File: config.mk
export PLATFORM = sky130hd
export DESIGN_NAME = sr_wprot
export DESIGN_NICKNAME = d
export VERILOG_FILES = /design/src/rtl/sr_wprot.sv
export SDC_FILE = /design/constraint.sdc
export NUM_CORES = 1
export LEC_CHECK = 0
export ABC_AREA = 1
export BUFFER_PORTS_ARGS = -buffer_cell sky130_fd_sc_hd__buf_4
export CAP_MARGIN = 20
export CELL_PAD_IN_SITES_DETAIL_PLACEMENT = 1
export CELL_PAD_IN_SITES_GLOBAL_PLACEMENT = 1
export CORE_MARGIN = 5
export CORE_UTILIZATION = 22
export CTS_CLUSTER_SIZE = 12
export DETAILED_ROUTE_END_ITERATION = 12
export PLACE_DENSITY = 0.88
export SLEW_MARGIN = 20
export SYNTH_ARGS = -nofsm -noshare
export SYNTH_HDL_FRONTEND = slang
export SYNTH_SLANG_ARGS = --single-unit
export TNS_END_PERCENT = 10
File: constraint.sdc
create_clock -name clk -period 1.7 [get_ports clk]
set_input_delay 0.17 -clock clk [delete_from_list [all_inputs] [get_ports clk]]
set_output_delay 0.17 -clock clk [all_outputs]
set_load 0.02 [all_outputs]
File: src/rtl/sr_wprot.sv
module sr_wprot #(
  parameter int ADDR_W = 13
) (
  input  logic              clk,
  input  logic              rst_n,
  input  logic              wel_set_i,
  input  logic              wel_clr_i,
  input  logic              wr_end_i,
  input  logic              sr_wr_i,
  input  logic [7:0]        sr_data_i,
  input  logic [ADDR_W-1:0] arr_addr_i,
  input  logic              wp_pin_i,
  output logic [7:0]        status_o,
  output logic              arr_grant_o,
  output logic              sr_grant_o
);

  logic       wel_q;
  logic [5:0] nv_q;
  logic       locked;
  logic [1:0] top2;

  assign top2 = arr_addr_i[ADDR_W-1 -: 2];

  always_comb begin
    unique case (nv_q[1:0])
      2'b00:   locked = 1'b0;
      2'b01:   locked = (top2 == 2'b11);
      2'b10:   locked = top2[1];
      default: locked = 1'b1;
    endcase
  end

  assign sr_grant_o  = wel_q && (!nv_q[5] || wp_pin_i);
  assign arr_grant_o = wel_q && !locked;
  assign status_o    = {nv_q, wel_q, 1'b0};

  always_ff @(posedge clk or negedge rst_n) begin
    if (!rst_n) begin
      wel_q <= 1'b0;
      nv_q  <= '0;
    end else begin
      if (sr_wr_i && sr_grant_o) nv_q <= sr_data_i[7:2];
      if (wel_clr_i || wr_end_i) wel_q <= 1'b0;
      else if (wel_set_i)        wel_q <= 1'b1;
    end
  end

  AST_WEL_SET: assert property (@(posedge clk) disable iff (!rst_n)
    (wel_set_i && !wel_clr_i && !wr_end_i) |=> status_o[1]);
  AST_WEL_CLR: assert property (@(posedge clk) disable iff (!rst_n)
    (wel_clr_i || wr_end_i) |=> !status_o[1]);
  AST_NO_WEL_NO_GRANT: assert property (@(posedge clk) disable iff (!rst_n)
    !status_o[1] |-> (!arr_grant_o && !sr_grant_o));
  AST_SR_HOLD: assert property (@(posedge clk) disable iff (!rst_n)
    !(sr_wr_i && sr_grant_o) |=> $stable(status_o[7:2]));
  AST_FULL_LOCK: assert property (@(posedge clk) disable iff (!rst_n)
    (status_o[3:2] == 2'b11) |-> !arr_grant_o);
  AST_PIN_LOCK: assert property (@(posedge clk) disable iff (!rst_n)
    (status_o[7] && !wp_pin_i) |-> !sr_grant_o);
  AST_BIT0_LOW: assert property (@(posedge clk) disable iff (!rst_n)
    !status_o[0]);

endmodule

==> metrics.txt <==
Critical Path RT=1530 ps; switching part of the total=0.3269; DP Wirelength=759.9 um; final RePlAce weighted congestion=0.6361; Worst Clk Skew=2.491 ps; static leakage=0.2956 nW; Max Buffers Root-to-Sink=2; DR vias/cell=4.325; sequential share of power=0.408; vias in the first global route=336; WL final=925 um; cts bufs inserted=3; VDD IR max=390.9 uV; gr ovfl total=0; crit path from=wel_q; CP endpoint=sr_grant_o; FF+latch count, synth=7; Clock Power Share=0.273; initial antenna violation count=0; crit-path max FO=11; Synth-to-Final Area Change=59.35%; WP depth=2; Max Fclk=741.0 MHz; Area after DPL=518.0 sq um; 1st-pass router iterations=1; R2R cell count=3; Filler cells=189; met2 routed WL=455 um; clk_lat worst skew=240 ps; syn avg cell area=8.919 sq um; post-cts sizing count=0; final period utilization=0.7938; DRT iter0 DRCs=0; Synth area leaders=dfrtp_1 (50%), nand2_1 (14%), nand4_1 (11%); synth warn=0; CP max-delay cell=dfrtp_1; post-synthesis sequential area ratio=0.5036; Cell Area, Synth=347.8 sq um; Tot GR Track Use=0.07916; status=complete, no violations; register area=175.2 sq um; share of layout cells above drive strength 1=0.4375; Netlist cell types=13; CP max stage delay=570 ps; Synth area leader=dfrtp_1; internal power=0.0003684 W; Clk pin slew, worst setup/hold paths=60 ps; pwr/cell area=987.5 nW/um^2; post-synth top area share=0.5036; endpoint class of the critical path=output pin; final-stage net count=93; Port Buffer Count=23; DR vias=346; largest net degree at the start of global routing=12; crit path DAT=1180 ps; fin area=554.3 sq um; setup violators final=0; H-tree levels=1; combinational share of power=0.319; Clock Sinks=7; Slew Viols, Final=0; R2R Setup Slk=730 ps; final hold violation count=0; Cells after Synth=39; Antenna Nets Post-Route=0; Post-Route M1 WL=380 um; hold buffers post-CTS=1; RSZ-0062 raised after global routing=false; setup bufs post-CTS=0; Worst Setup Start Kind=flip-flop; drt wl/cell=11.56 um; die area=2476 sq um; Crit Path Category=flip-flop to output pin; clock root buffer=clkbuf_4; worst path buffer plus inverter count=1; post-route minimum period=1350 ps; CP cell instances=a21boi_1 > buf_4; Reg2Reg Capture Point=nv_q[2]; die span in x=49.76 um; Ant. Diodes=0; first-pass GRT wire length=1518 um; Sw Pwr=0.0001789 W; I/O Pins=38; critical path's top delay family=flip-flops; starting density of the core=0.2309; setup TNS=0 ps; Crit Reg-Reg Startpoint=wel_q; Max Cap Viol=0; TritonCTS clock tree=done; multi-input logic area=146.4 sq um; metal3 WL=85 um; hold crit path type=input port to flip-flop; Vert. Die Dim=49.76 um; Top Metal Used=met4; syn_nets=67; row count=14; CORE AREA=1506 sq um; drc violations=0
==> worst register-to-register path, stage by stage (launching register included) <==
cell and delay (ps):
dfrtp_1 570, nand3_4 150, nand2_1 90, nand2_1 50
==> cells by family (layout without fill, tap and decap cells) <==
family | after synthesis | in the layout | synth area share
AND/OR/NAND/NOR | 25 | 25 | 0.3669
flip-flops | 7 | 7 | 0.5036
buffers and inverters | 4 | 29 | 0.07552
AO/OA/AOI/OAI | 2 | 2 | 0.04318
other | 1 | 1 | 0.01078
==> per-stage QoR <==
step                      hold WS, ps  setup slack [ps]    util  total power (W)  std cells
final                           75.80             350.5  0.3679        0.0005473         80
after global routing            65.21             262.8  0.3679        0.0005839         80
after CTS                       68.13             318.6  0.3679        0.0005583         80
after detailed placement       -10.54             591.2  0.3439        0.0004031         75
after global placement         -15.67             606.7  0.3439        0.0003972         75
after floorplan                -125.6             588.3       -        0.0003111         39
==> placed cells by master, fill, tap and decap left out, drive strengths merged <==
cell,instances
buf,23
nand2,14
dfrtp,7
nand4,6
clkbuf,4
nor2,2
nand3,2
inv,1
a21boi,1
o21a,1
nor3,1
conb,1
dlygate4sd3,1
==> area by class of cell <==
class	instances	share of cell area
clock buffer	4	0.04740
inverter	1	0.006772
timing repair buffer	24	0.3296
sequential	7	0.3160
tap	16	0.03612
multi-input combinational	28	0.2641
==> per-layer routing <==
metal,vias to the layer above,global-route usage
met3,2,0.03614
met2,13,0.1292
met4,0,0.03930
met1,153,0.08487
met5,-,0
li1,178,-
==> power groups by stage <==
stage	Sequential, W	Combinational (W)	Clock [W]
2_1_floorplan	0.000257	0.0000538	0
3_3_place_gp	0.000225	0.000172	0
3_5_place_dp	0.000227	0.000176	0
4_1_cts	0.000224	0.000178	0.000156
5_1_grt	0.000227	0.000194	0.000163
6_report	0.000223	0.000175	0.000150
==> cells in the mapped netlist <==
cell,n
conb_1,1
dfrtp_1,7
nor3_1,1
o21a_1,1
inv_1,1
a21boi_1,1
nor2_1,2
nand3_1,1
buf_4,3
nand4_1,6
nand3_4,1
nand2_1,13
nand2_2,1
==> flip-flops by register name (all words and copies together), names as in the netlist <==
signal	count
nv_q	6
wel_q	1
==> worst min-delay path by stage <==
stage	start	endpoint	cells past startpoint
2_1_floorplan	rst_n	nv_q[0]	0
3_5_place_dp	rst_n	wel_q	1
6_report	wel_clr_i	wel_q	2
4_1_cts	wel_clr_i	wel_q	2
3_3_place_gp	rst_n	wel_q	1
5_1_grt	wel_clr_i	wel_q	2
Power figures use the tool's default switching activity.
